**src/rtl/edo_ctrl_pkg.sv**
```systemverilog
package edo_ctrl_pkg;
  typedef enum logic [2:0] {
    ST_IDLE,
    ST_ROW_OPEN,
    ST_COL_ACCESS,
    ST_CAS_PRECHARGE,
    ST_RAS_PRECHARGE
  } edo_state_t;
endpackage

```
**src/rtl/edo_req_decode.sv**
```systemverilog
module edo_req_decode #(
  parameter int ROW_W = 8,
  parameter int COL_W = 8,
  parameter int DW    = 16
) (
  input  logic [ROW_W+COL_W-1:0] addr,
  input  logic [1:0]             be,
  input  logic [ROW_W-1:0]       open_row,
  output logic [ROW_W-1:0]       row,
  output logic [COL_W-1:0]       col,
  output logic                   hit,
  output logic                   illegal,
  output logic [DW-1:0]          lane_mask
);
  localparam int HALF = DW / 2;

  function automatic logic [ROW_W-1:0] row_part(input logic [ROW_W+COL_W-1:0] a);
    return a[ROW_W+COL_W-1:COL_W];
  endfunction

  function automatic logic [COL_W-1:0] col_part(input logic [ROW_W+COL_W-1:0] a);
    return a[COL_W-1:0];
  endfunction

  function automatic logic [DW-1:0] mask_of(input logic [1:0] b);
    return {{HALF{b[1]}}, {HALF{b[0]}}};
  endfunction

  assign row       = row_part(addr);
  assign col       = col_part(addr);
  assign hit       = (row == open_row);
  assign illegal   = (be == 2'b00);
  assign lane_mask = mask_of(be);
endmodule

```
**src/rtl/edo_ras_guard.sv**
```systemverilog
module edo_ras_guard #(
  parameter int T_RAS_MAX = 24000,
  parameter int GUARD     = 9
) (
  input  logic clk,
  input  logic rst_n,
  input  logic ras_active,
  output logic near_limit
);
  localparam int LIMIT = T_RAS_MAX - GUARD;
  localparam int CW    = $clog2(T_RAS_MAX + 2);

  logic [CW-1:0] low_cycles;

  always_ff @(posedge clk) begin
    if (!rst_n) begin
      low_cycles <= '0;
    end else if (!ras_active) begin
      low_cycles <= '0;
    end else if (low_cycles != CW'(T_RAS_MAX + 1)) begin
      low_cycles <= low_cycles + 1'b1;
    end
  end

  assign near_limit = (low_cycles >= CW'(LIMIT));
endmodule

```
**src/rtl/edo_pin_drv.sv**
```systemverilog
module edo_pin_drv
  import edo_ctrl_pkg::*;
#(
  parameter int ROW_W = 8,
  parameter int COL_W = 8,
  parameter int MA_W  = 8
) (
  input  edo_state_t       state,
  input  logic             busy,
  input  logic             cnt_zero,
  input  logic             cur_we,
  input  logic [1:0]       cur_be,
  input  logic [ROW_W-1:0] host_row,
  input  logic [ROW_W-1:0] open_row,
  input  logic [COL_W-1:0] cur_col,
  output logic             ras_n,
  output logic             ucas_n,
  output logic             lcas_n,
  output logic             we_n,
  output logic             oe_n,
  output logic             dq_oe,
  output logic [MA_W-1:0]  ma
);
  logic row_low, cas_low, wr_phase, row_phase;

  assign row_low   = (state == ST_ROW_OPEN) || (state == ST_COL_ACCESS) ||
                     (state == ST_CAS_PRECHARGE);
  assign cas_low   = (state == ST_COL_ACCESS);
  assign row_phase = (state == ST_ROW_OPEN) && busy && !cnt_zero;
  assign wr_phase  = cur_we && (((state == ST_ROW_OPEN) && busy && cnt_zero) || cas_low);

  assign ras_n  = !row_low;
  assign ucas_n = !(cas_low && cur_be[1]);
  assign lcas_n = !(cas_low && cur_be[0]);
  assign we_n   = !wr_phase;
  assign dq_oe  = wr_phase;
  assign oe_n   = !(cas_low && !cur_we);

  always_comb begin
    if (state == ST_IDLE)  ma = MA_W'(host_row);
    else if (row_phase)    ma = MA_W'(open_row);
    else                   ma = MA_W'(cur_col);
  end
endmodule

```
**src/rtl/edo_page_ctrl.sv**
```systemverilog
module edo_page_ctrl
  import edo_ctrl_pkg::*;
#(
  parameter int ROW_W     = 8,
  parameter int COL_W     = 8,
  parameter int DW        = 16,
  parameter int T_RCD     = 5,
  parameter int T_CAS     = 3,
  parameter int T_CP      = 2,
  parameter int T_RP      = 8,
  parameter int T_RAS_MAX = 24000
) (
  input  logic                   clk,
  input  logic                   rst_n,
  input  logic                   req,
  input  logic [ROW_W+COL_W-1:0] addr,
  input  logic                   we,
  input  logic [1:0]             be,
  input  logic [DW-1:0]          wdata,
  output logic                   ack,
  output logic                   err,
  output logic [DW-1:0]          rdata,
  input  logic                   close_req,
  output logic                   ras_n,
  output logic                   ucas_n,
  output logic                   lcas_n,
  output logic                   we_n,
  output logic                   oe_n,
  output logic [((ROW_W > COL_W) ? ROW_W : COL_W)-1:0] ma,
  output logic [DW-1:0]          dq_out,
  output logic                   dq_oe,
  input  logic [DW-1:0]          dq_in
);
  localparam int MA_W    = (ROW_W > COL_W) ? ROW_W : COL_W;
  localparam int M1      = (T_RCD > T_CAS) ? T_RCD : T_CAS;
  localparam int M2      = (T_CP > T_RP) ? T_CP : T_RP;
  localparam int CNT_MAX = (M1 > M2) ? M1 : M2;
  localparam int CNT_W   = $clog2(CNT_MAX + 1);
  localparam int GUARD   = T_CAS + T_CP + 4;

  edo_state_t       state;
  logic [CNT_W-1:0] cnt;
  logic             busy;
  logic             cur_we;
  logic [1:0]       cur_be;
  logic [COL_W-1:0] cur_col;
  logic [DW-1:0]    cur_wdata;
  logic [DW-1:0]    cur_mask;
  logic [ROW_W-1:0] open_row;
  logic             ack_q, err_q;
  logic [DW-1:0]    rdata_q;

  logic [ROW_W-1:0] d_row;
  logic [COL_W-1:0] d_col;
  logic             d_hit, d_illegal;
  logic [DW-1:0]    d_mask;
  logic             near_limit;
  logic             take;
  logic             cnt_zero;

  edo_req_decode #(.ROW_W(ROW_W), .COL_W(COL_W), .DW(DW)) u_dec (
    .addr(addr), .be(be), .open_row(open_row),
    .row(d_row), .col(d_col), .hit(d_hit), .illegal(d_illegal), .lane_mask(d_mask)
  );

  edo_ras_guard #(.T_RAS_MAX(T_RAS_MAX), .GUARD(GUARD)) u_guard (
    .clk(clk), .rst_n(rst_n), .ras_active(!ras_n), .near_limit(near_limit)
  );

  edo_pin_drv #(.ROW_W(ROW_W), .COL_W(COL_W), .MA_W(MA_W)) u_pins (
    .state(state), .busy(busy), .cnt_zero(cnt_zero), .cur_we(cur_we), .cur_be(cur_be),
    .host_row(d_row), .open_row(open_row), .cur_col(cur_col),
    .ras_n(ras_n), .ucas_n(ucas_n), .lcas_n(lcas_n), .we_n(we_n), .oe_n(oe_n),
    .dq_oe(dq_oe), .ma(ma)
  );

  assign take     = req && !ack_q;
  assign cnt_zero = (cnt == '0);

  always_ff @(posedge clk) begin
    if (!rst_n) begin
      state     <= ST_IDLE;
      cnt       <= '0;
      busy      <= 1'b0;
      cur_we    <= 1'b0;
      cur_be    <= 2'b00;
      cur_col   <= '0;
      cur_wdata <= '0;
      cur_mask  <= '0;
      open_row  <= '0;
      ack_q     <= 1'b0;
      err_q     <= 1'b0;
      rdata_q   <= '0;
    end else begin
      ack_q <= 1'b0;
      err_q <= 1'b0;
      unique case (state)
        ST_IDLE: begin
          if (take && d_illegal) begin
            ack_q <= 1'b1;
            err_q <= 1'b1;
          end else if (take && !close_req) begin
            open_row  <= d_row;
            cur_col   <= d_col;
            cur_we    <= we;
            cur_be    <= be;
            cur_wdata <= wdata;
            cur_mask  <= d_mask;
            busy      <= 1'b1;
            cnt       <= CNT_W'(T_RCD);
            state     <= ST_ROW_OPEN;
          end
        end
        ST_ROW_OPEN: begin
          if (busy) begin
            if (!cnt_zero) cnt <= cnt - 1'b1;
            else begin
              cnt   <= CNT_W'(T_CAS - 1);
              state <= ST_COL_ACCESS;
            end
          end else if (close_req || near_limit) begin
            cnt   <= CNT_W'(T_RP - 1);
            state <= ST_RAS_PRECHARGE;
          end else if (take && d_illegal) begin
            ack_q <= 1'b1;
            err_q <= 1'b1;
          end else if (take && d_hit) begin
            cur_col   <= d_col;
            cur_we    <= we;
            cur_be    <= be;
            cur_wdata <= wdata;
            cur_mask  <= d_mask;
            busy      <= 1'b1;
            cnt       <= '0;
          end else if (take) begin
            cnt   <= CNT_W'(T_RP - 1);
            state <= ST_RAS_PRECHARGE;
          end
        end
        ST_COL_ACCESS: begin
          if (!cnt_zero) cnt <= cnt - 1'b1;
          else begin
            if (!cur_we) rdata_q <= dq_in & cur_mask;
            ack_q <= 1'b1;
            busy  <= 1'b0;
            cnt   <= CNT_W'(T_CP - 1);
            state <= ST_CAS_PRECHARGE;
          end
        end
        ST_CAS_PRECHARGE: begin
          if (!cnt_zero) cnt <= cnt - 1'b1;
          else state <= ST_ROW_OPEN;
        end
        ST_RAS_PRECHARGE: begin
          if (!cnt_zero) cnt <= cnt - 1'b1;
          else state <= ST_IDLE;
        end
        default: state <= ST_IDLE;
      endcase
    end
  end

  assign ack    = ack_q;
  assign err    = err_q;
  assign rdata  = rdata_q;
  assign dq_out = cur_wdata;
endmodule

```
**config.mk**
```make
export PLATFORM = sky130hd
export DESIGN_NAME = edo_page_ctrl
export DESIGN_NICKNAME = d
export VERILOG_FILES = /design/src/rtl/edo_ctrl_pkg.sv /design/src/rtl/edo_req_decode.sv /design/src/rtl/edo_ras_guard.sv /design/src/rtl/edo_pin_drv.sv /design/src/rtl/edo_page_ctrl.sv
export SDC_FILE = /design/constraint.sdc
export NUM_CORES = 1
export LEC_CHECK = 0
export BUFFER_PORTS_ARGS = -buffer_cell sky130_fd_sc_hd__buf_2
export CAP_MARGIN = 10
export CORE_UTILIZATION = 55
export DETAILED_ROUTE_END_ITERATION = 10
export PLACE_DENSITY = 0.81
export SLEW_MARGIN = 20
export SYNTH_ARGS = -nofsm -noshare
export SYNTH_HDL_FRONTEND = slang
export SYNTH_HIERARCHICAL = 1
export SYNTH_SLANG_ARGS = --single-unit
```
**constraint.sdc**
```tcl
create_clock -name clk -period 3.5 [get_ports clk]
set_input_delay 0.525 -clock clk [delete_from_list [all_inputs] [get_ports clk]]
set_output_delay 0.525 -clock clk [all_outputs]
set_load 0.02 [all_outputs]
```
## Yosys cells after proc, flatten, opt, wreduce, memory -nomap -nowiden

Cells that the tools add are included.

| word-level totals | value |
|---|---|
| register bits after elaboration | 92 |
| output and inout port bits | 48 |
| logic and storage cells | 152 |

| operators by class | value |
|---|---|
| add/subtract/negate cells | 2 |
| order comparisons | 1 |
| eq/ne operators | 21 |
| muxes and demuxes | 74 |
| bitwise operators | 3 |
| reductions and logical operators | 38 |

Operators with widths:

| cell | number |
|---|---|
| 16-bit 2-to-1 mux | 12 |
| 8-bit 2-to-1 mux | 8 |
| 16-bit one-hot mux with 2 select lines | 2 |
| 4-bit 2-to-1 mux | 10 |
| 3-bit 2-to-1 mux | 11 |
| 1-bit 2-to-1 mux | 17 |
| 16-bit AND | 1 |
| 4-bit one-hot mux with 4 select lines | 1 |
| 8-bit one-hot mux with 2 select lines | 1 |
| 15-bit by 1-bit adder with 15-bit output (second input constant) | 1 |
| 15-bit greater-or-equal comparator (second input constant) | 1 |
| 15-bit inequality test (second input constant) | 1 |
| 3-bit one-hot mux with 5 select lines | 1 |
| 2-bit inequality test (second input constant) | 7 |
| 2-bit 2-to-1 mux | 6 |
| 4-bit inequality test (second input constant) | 3 |
| 1-bit logical AND | 11 |
| 1-bit zero test | 9 |
| 9-bit AND reduction | 1 |
| 8-bit == test | 1 |
| 7-bit AND reduction | 1 |
| 3-bit by 2-bit == test with 1-bit output (second input constant) | 2 |
| 2-bit by 1-bit inequality test with 1-bit output (second input constant) | 3 |
| 1-bit one-hot mux with 3 select lines | 2 |
| 20 further kinds | 26 |

## Logic depth before layout (Yosys ltp)

Gate-level depths: netlist (run 1).

| logic depth | value |
|---|---|
| depth in word-level cells | 8 |
| mapped depth | 11 |
| depth with buffers taken out | 9 |

## By module

The synthesis (run 1) kept the hierarchy.

By module, submodules not included:

| module | times used | cells each | area an instance (µm²) |
|---|---|---|---|
| edo_page_ctrl | 1 | 394 | 3319.4 |
| edo_ras_guard | 1 | 92 | 809.5 |
| edo_req_decode | 1 | 44 | 330.3 |
| edo_pin_drv | 1 | 50 | 305.3 |

## Least setup slack after synthesis (run 1)

Ideal clock, no wire load.

| timing path | value |
|---|---|
| kind | register to register |
| from | reg u_guard.low_cycles[0] |
| to | reg cur_be[1] |
| arrival | 2439 ps |
| required time | 3426 ps |
| path slack | 987 ps |
| stages on the path, launching flop included | 12 |
| clock period less this slack | 2513 ps |
| path through | dfxtp_1 -> ha_1 -> a211oi_1 -> a211oi_1 -> o311a_1 -> nor3_4 -> nand4_2 -> a2111oi_4 -> buf_6 -> buf_8 -> nand3_1 -> o21ai_0 |

| on the way | value |
|---|---|
| cells in the longest elaborated chain, start to end | 4 |

Ends and longest elaborated chain:

| what | line | text |
|---|---|---|
| start: declaration | edo_ras_guard.sv:13 | `logic [CW-1:0] low_cycles;` |
| start signal: assignment | edo_ras_guard.sv:21 | `low_cycles <= low_cycles + 1'b1;` |
| 15-bit greater-or-equal comparator | edo_ras_guard.sv:25 | `assign near_limit = (low_cycles >= CW'(LIMIT));` |
| via near_limit | edo_page_ctrl.sv:57 | `logic near_limit;` |
| 1-bit logical OR | edo_page_ctrl.sv:121 | `end else if (close_req \|\| near_limit) begin` |
| 2-bit inequality test (no line) | n/a |  |
| 7-bit AND reduction (no line) | n/a |  |
| end signal: assignment | edo_page_ctrl.sv:86 | `cur_be <= 2'b00;` |
| end signal: assignment | edo_page_ctrl.sv:106 | `cur_be <= be;` |
| end signal: assignment | edo_page_ctrl.sv:130 | `cur_be <= be;` |
| end: declaration | edo_page_ctrl.sv:45 | `logic [1:0] cur_be;` |

The timed path passes the listed nets, and every way through them passes these cells.
A chain may end at the register's enable or synchronous reset.

## Final worst setup path (run 1)

| timing path | value |
|---|---|
| from | reg cnt[0] |
| to | out ma[6] (netlist bit) |

| on the way | value |
|---|---|
| cells in the longest elaborated chain, start to end | 5 |

Ends and longest elaborated chain:

| what | line | text |
|---|---|---|
| start: declaration | edo_page_ctrl.sv:42 | `logic [CNT_W-1:0] cnt;` |
| start signal: assignment | edo_page_ctrl.sv:110 | `cnt <= CNT_W'(T_RCD);` |
| start signal: assignment | edo_page_ctrl.sv:116 | `if (!cnt_zero) cnt <= cnt - 1'b1;` |
| start signal: assignment | edo_page_ctrl.sv:118 | `cnt <= CNT_W'(T_CAS - 1);` |
| 4-bit zero test | edo_page_ctrl.sv:78 | `assign cnt_zero = (cnt == '0);` |
| via cnt_zero | edo_page_ctrl.sv:59 | `logic cnt_zero;` |
| 1-bit zero test | edo_pin_drv.sv:29 | `assign row_phase = (state == ST_ROW_OPEN) && busy && !cnt_zero;` |
| 1-bit logical AND | edo_pin_drv.sv:29 |  |
| 8-bit 2-to-1 mux | edo_pin_drv.sv:41 | `else if (row_phase) ma = MA_W'(open_row);` |
| 8-bit 2-to-1 mux | edo_pin_drv.sv:40 | `if (state == ST_IDLE) ma = MA_W'(host_row);` |
| end: declaration | edo_page_ctrl.sv:29 | `output logic [((ROW_W > COL_W) ? ROW_W : COL_W)-1:0] ma,` |

The timed path passes the listed nets, and every way through them passes these cells.

==> qor.yml, run 1 <==
outcome: "completed"
critPathSlowestCell: "nor2_1"
period_minus_slack_ns: 3.150
yosys-top-cells-area: "dfxtp_1 39%, nand3_1 8.0%, nand2_1 6.5%"
die_y_microns: 95.08
yosysSeqAreaShare: 0.3866
leakage_nw: 1.954
synth.yosys.warnings: 6
grt_max_degree: 87
crit_family: "simple AND/OR/NAND/NOR gates"
crit_type: "reg -> out"
seqPwrFrac: 0.472
combPwrFrac: 0.251
clock_latency_ns: 0.36
synth_top_area_cell: "dfxtp_1"
pwr-share-clk: 0.277
fin_worst_skew_ns: 0.009552
post_cts_buffers: 0
dieWidth_microns: 95.08
grt_usage: 0.2402
hold_viol_final: 0
power_mw: 2.496
clk_pin_slew_ns: 0.10
avgSynthCellArea_sq_um: 8.215
via_count: 4234
nNetsFinal: 687
cts_resized: 0
critPathRequiredTime_ns: 2.97
setup_viol: 0
place_hpwl_microns: 7500
cp.buffers_inverters: 3
arrival_ns: 2.62
fin_setup_tns_ns: 0
synth_most_common_cell: "dfxtp_1"
slew_headroom: 0.4709
power.density_nw_per_um2: 483.0
gp_routability_congestion: 0.8918
drc: 0
yosysTopAreaCellShare: 0.3866
syn_to_final_growth_pct: 8.482
crit_path_max_incr_delay_ns: 0.54
start_util: 0.5741
max_freq_mhz: 317.5
layout-drive-gt1-share: 0.2212
maxCapViolCount: 0
io_buffers: 102
cts-buffers-inserted: 9
internal_power_mw: 1.618
synthesis.nets: 639
boundaryPins: 103
antenna_found_initial: 0
netSwitchingFraction: 0.3517
critPathCaptureType: "output port"
drt-total-wl_microns: 10560
cts_num_sinks: 92
synth-main-ff-cell: "dfxtp_1"
clock_path_buffers: 2
ys_ff_latch: 92
cts_tree: "yes"
synth-async-reset-ratio: 0
worstSetupStartpoint: "cnt[0]"
slew_viol_final: 0
ys_top_cells_by_count: "92 x dfxtp_1, 82 x nand2_1, 76 x nand3_1, 55 x o21ai_0, 33 x buf_4"
grt_pass1_wl_microns: 17120
synth.distinct_cells: 69
grt.overflow.total: 0
drt-vias-per-instance: 5.737
fin_crit_sh: 0.9000
startpoint_type: "flop"
rows: 33
critPathMaxFanout: 12
core_area_sq_um: 8299
path_cells: "inv_1, ha_1, nand3_2, clkinv_1, nor2_1, nand3_1, a31oi_2, buf_2"
htreeDepth: 3
hp-class: "in -> reg"
antenna_left: 0
diodes: 0
hold_start: "wdata[4]"
drt-wirelength-per-cell_microns: 14.31
die-area_sq_um: 9039
synth-edff-count: 0
holdBufCountCts: 0
cts-root-buf: "clkbuf_8"
rsz0062_at_grt: "false"
firstDrtPassIters: 5
ir_drop_uv: 215.3
reg2reg_from: "u_guard/low_cycles[0]"
max_slew.worst_pin.slew_ns: 0.7926
p_switching_uw: 878.0
grt_pass1_vias: 3700
syn_inst: 580
drt_iter0_drc: 242
netlist_area_sq_um: 4765
## placed cells by master, fill, tap and decap left out, types with 9 or more instances in the layout
cell      netlist  routed
a21oi_1        14      14
buf_2           7     101
nor2b_1        11      11
xnor2_1         9       9
clkbuf_8        0      10
o21ai_1        12      12
a21boi_0       17      17
mux2i_1        17      17
o21ai_0        55      55
nand2_1        82      82
nand3_1        76      76
inv_1          13      13
nor2_1         18      18
nand2b_1       10      10
dfxtp_1        92      92
## power by group through the flow
stage / clock [mW] / combinational, mW / sequential (mW)
CTS: 0.705 / 0.622 / 1.18
detailed placement: 0 / 0.620 / 1.20
floorplan: 0 / 0.522 / 1.18
global placement: 0 / 0.603 / 1.20
global route: 0.741 / 0.687 / 1.19
finish: 0.692 / 0.626 / 1.18
## per-stage QoR
| stage | instance area (sq um) | setup WS [ns] | utilization | std cells | hold WS, ns |
|---|---|---|---|---|---|
| finish | 5169 | 0.3500 | 0.6228 | 738 | 0.3723 |
| global route | 5169 | 0.2209 | 0.6228 | 738 | 0.3807 |
| CTS | 5169 | 0.3750 | 0.6228 | 738 | 0.3631 |
| detailed placement | 4976 | 0.7312 | 0.5996 | 722 | 0.4462 |
| global placement | 4976 | 0.8287 | 0.5996 | 722 | 0.4349 |
| floorplan | 4765 | 0.9868 | - | 580 | 0.4249 |
## worst register-to-register path: cells and delay by family, from the launching register on
family          cells  cell delay [ns]
flops               1             0.37
fa+ha+maj           1             0.29
compound gates      5             1.24
simple gates        3             0.53
buf+inv             1             0.32
## area by class of cell
| cell class | instances | area [sq um] |
|---|---|---|
| clock buffer | 10 | 137.6 |
| clock inverter | 6 | 55.05 |
| fill | 760 | 3131 |
| inverter | 14 | 52.55 |
| multi-input combinational | 406 | 2402 |
| sequential | 92 | 1842 |
| tap | 105 | 131.4 |
| timing repair buffer | 105 | 548.0 |
## metal layers
layer	up-vias	share of wire	GRT usage
li1	2093	-	-
met1	2007	0.46	0.3242
met2	121	0.48	0.3881
met3	13	0.054	0.04067
met4	0	0.015	0.07955
met5	-	0	0
## registers in the layout, indices dropped and copies added, names as in the netlist
| signal | cells |
|---|---|
| dq_out | 16 |
| open_row | 8 |
| state | 3 |
| ack | 1 |
| rdata | 16 |
| busy | 1 |
| cur_col | 8 |
| cnt | 4 |
| err | 1 |
| cur_mask | 16 |
| cur_be | 2 |
| u_guard/low_cycles | 15 |
| cur_we | 1 |
## cell families after synthesis
group                    synth area share
AND/OR/NAND/NOR                    0.2681
AO/OA/AOI/OAI                      0.1715
flip-flops                         0.3866
buffers and inverters              0.1092
multiplexers                      0.03571
XOR/XNOR                          0.01838
adder cells (fa/ha/maj)           0.01050
## worst paths after layout
path / endpoint / slack, ns / cells after the start
max: ma[6] / 0.35 / 8
min: dq_out[4] / 0.37 / 3
max reg2reg: cur_mask[13] / 0.68 / 10
min reg2reg: rdata[8] / 0.46 / 2
(Power assumes the default switching activity.)
==> run 2: changes to the inputs <==
--- a/config.mk
+++ b/config.mk
@@ -9,7 +9,7 @@
 export CAP_MARGIN = 10
 export CORE_UTILIZATION = 55
 export DETAILED_ROUTE_END_ITERATION = 10
-export PLACE_DENSITY = 0.81
+export PLACE_DENSITY = 0.93
 export SLEW_MARGIN = 20
 export SYNTH_ARGS = -nofsm -noshare
 export SYNTH_HDL_FRONTEND = slang
==> run 2 against run 1 <==
Count of clock-buffer cells in the layout fell by 1; largest power group unchanged; cell count is 0.14% higher; combinational power grew 4.6%; critical path type unchanged; largest cell class unchanged; hold slack worse by 0.016 ns; power increased by 3.5%.
==> qor.yml, run 2 (same netlist as run 1, synthesis figures left out) <==
grt_max_degree: 87  # unchanged
pre_cts_ws_ns: 0.7281  # was 0.7312 ns
final_common_cell: "buf_2"  # unchanged
clk_pin_slew_ns: 0.11  # was 0.10 ns
dp_cells: 723  # was 722
holdWs_ns: 0.3564  # was 0.3723 ns
setup_viol: 0  # unchanged
cts-root-buf: "clkbuf_8"  # unchanged
die_y_microns: 95.08  # unchanged
critPathSlowestCell: "nor2_1"  # unchanged
slew_viol_final: 0  # unchanged
diodes: 0  # unchanged
period_minus_slack_ns: 3.158  # was 3.150 ns
outcome: "completed"  # unchanged
layout-drive-gt1-share: 0.2224  # was 0.2212
drc: 0  # unchanged
start_util: 0.5741  # unchanged
crit_type: "reg -> out"  # unchanged
slew_headroom: 0.5181  # was 0.4709
boundaryPins: 103  # unchanged
ff2ff_setup_slack_ns: 0.72  # was 0.68 ns
hp-class: "in -> reg"  # unchanged
drt-total-wl_microns: 11310  # was 10560 microns
via_count: 4355  # was 4234
antenna_found_initial: 0  # unchanged
post_cts_buffers: 0  # unchanged
nNetsFinal: 688  # was 687
post-route-util: 0.6264  # was 0.6228
grt_usage: 0.2533  # was 0.2402
cts_resized: 0  # unchanged
startpoint_type: "flop"  # unchanged
hold_viol_final: 0  # unchanged
crit_path_max_incr_delay_ns: 0.58  # was 0.54 ns
multiInputGateArea_sq_um: 2402  # unchanged
ir_drop_uv: 296.3  # was 215.3 uV
power_mw: 2.583  # was 2.496 mW
instances_no_fill: 739  # was 738
critPathRequiredTime_ns: 2.97  # about the same
grt.overflow.total: 0  # unchanged
power.density_nw_per_um2: 496.9  # was 483.0 nW/um^2
clock_path_buffers: 2  # unchanged
n_fill_cell: 677  # was 760
clock_latency_ns: 0.38  # was 0.36 ns
htreeDepth: 3  # unchanged
max_slew.worst_pin.slew_ns: 0.7228  # was 0.7926 ns
rsz0062_at_grt: "false"  # unchanged
io_buffers: 102  # unchanged
holdBufCountCts: 0  # unchanged
fin_worst_skew_ns: 0.01645  # was 0.009552 ns
fin_setup_tns_ns: 0  # unchanged
cts-buffers-inserted: 9  # unchanged
place_area_sq_um: 4984  # was 4976 sq um
grt_pass1_wl_microns: 17860  # was 17120 microns
maxCapViolCount: 0  # unchanged
drt-vias-per-instance: 5.893  # was 5.737
cts_num_sinks: 92  # unchanged
gp_routability_congestion: 1.005  # was 0.8918
regArea_sq_um: 1842  # unchanged
drt-wirelength-per-cell_microns: 15.30  # was 14.31 microns
cts_tree: "yes"  # unchanged
core_area_sq_um: 8299  # unchanged
rows: 33  # unchanged
grt_pass1_vias: 3810  # was 3700
leakage_nw: 1.972  # was 1.954 nW
firstDrtPassIters: 6  # was 5
max_freq_mhz: 316.7  # was 317.5 MHz
layout_setup_ws_ns: 0.3422  # was 0.3500 ns
layout_common_cells: "101 x buf_2, 92 x dfxtp_1, 82 x nand2_1, 76 x nand3_1, 55 x o21ai_0"  # unchanged
critPathCaptureType: "output port"  # unchanged
critPathMaxFanout: 12  # unchanged
antenna_left: 0  # unchanged
path_cells: "inv_1, ha_1, nand3_2, clkinv_1, nor2_1, nand3_1, a31oi_2, buf_2"  # unchanged
drt_iter0_drc: 447  # was 242
syn_to_final_growth_pct: 9.112  # was 8.482%
arrival_ns: 2.63  # was 2.62 ns
place_hpwl_microns: 7952  # was 7500 microns
die-area_sq_um: 9039  # unchanged
fin_crit_sh: 0.9022  # was 0.9000
dieWidth_microns: 95.08  # unchanged
final_area_sq_um: 5199  # was 5169 sq um
==> run 2: changes by cell type in the layout (fill, tap and decap cells not counted), sizes merged <==
| cell | delta |
|---|---|
| clkbuf | -1 |
| clkinv | +1 |
| clkinvlp | -1 |
| buf | +1 |
| bufinv | +1 |
==> run 2: layout make-up <==
type,count,area share
clock buffer,9,0.02383
sequential,92,0.3543
timing repair buffer,106,0.1069
clock inverter,7,0.01757
inverter,14,0.01011
tap,105,0.02527
multi-input combinational,406,0.4621
==> run 2: worst max-delay path, delay by kind of cell, from the launching register on <==
family	cells	cell delay (ns)
fa+ha+maj	1	0.26
buf+inv	3	0.57
compound gates	1	0.20
flops	1	0.36
simple gates	3	0.88
==> run 2: metal layers <==
metal	vias to the layer above	routed length, microns	track usage
li1	2102	-	-
met1	2020	4914	0.3411
met2	203	5214	0.3905
met3	30	846	0.05024
met4	0	330	0.1149
met5	-	0	0
==> run 2: where the power goes <==
group	switching [mW]	internal [mW]	leakage (nW)
clock network	0.423	0.347	0.105
registers	0.0505	1.11	0.746
logic	0.430	0.225	1.12
==> run 2: worst paths after layout <==
kind / from / cells after the start / endpoint
worst max register to register: u_guard/low_cycles[0] / 10 / dq_out[15]
worst min register to register: cur_col[5] / 2 / cur_col[5]
worst min-delay path: wdata[4] / 3 / dq_out[4]
worst max-delay path: cnt[0] / 8 / ma[6]
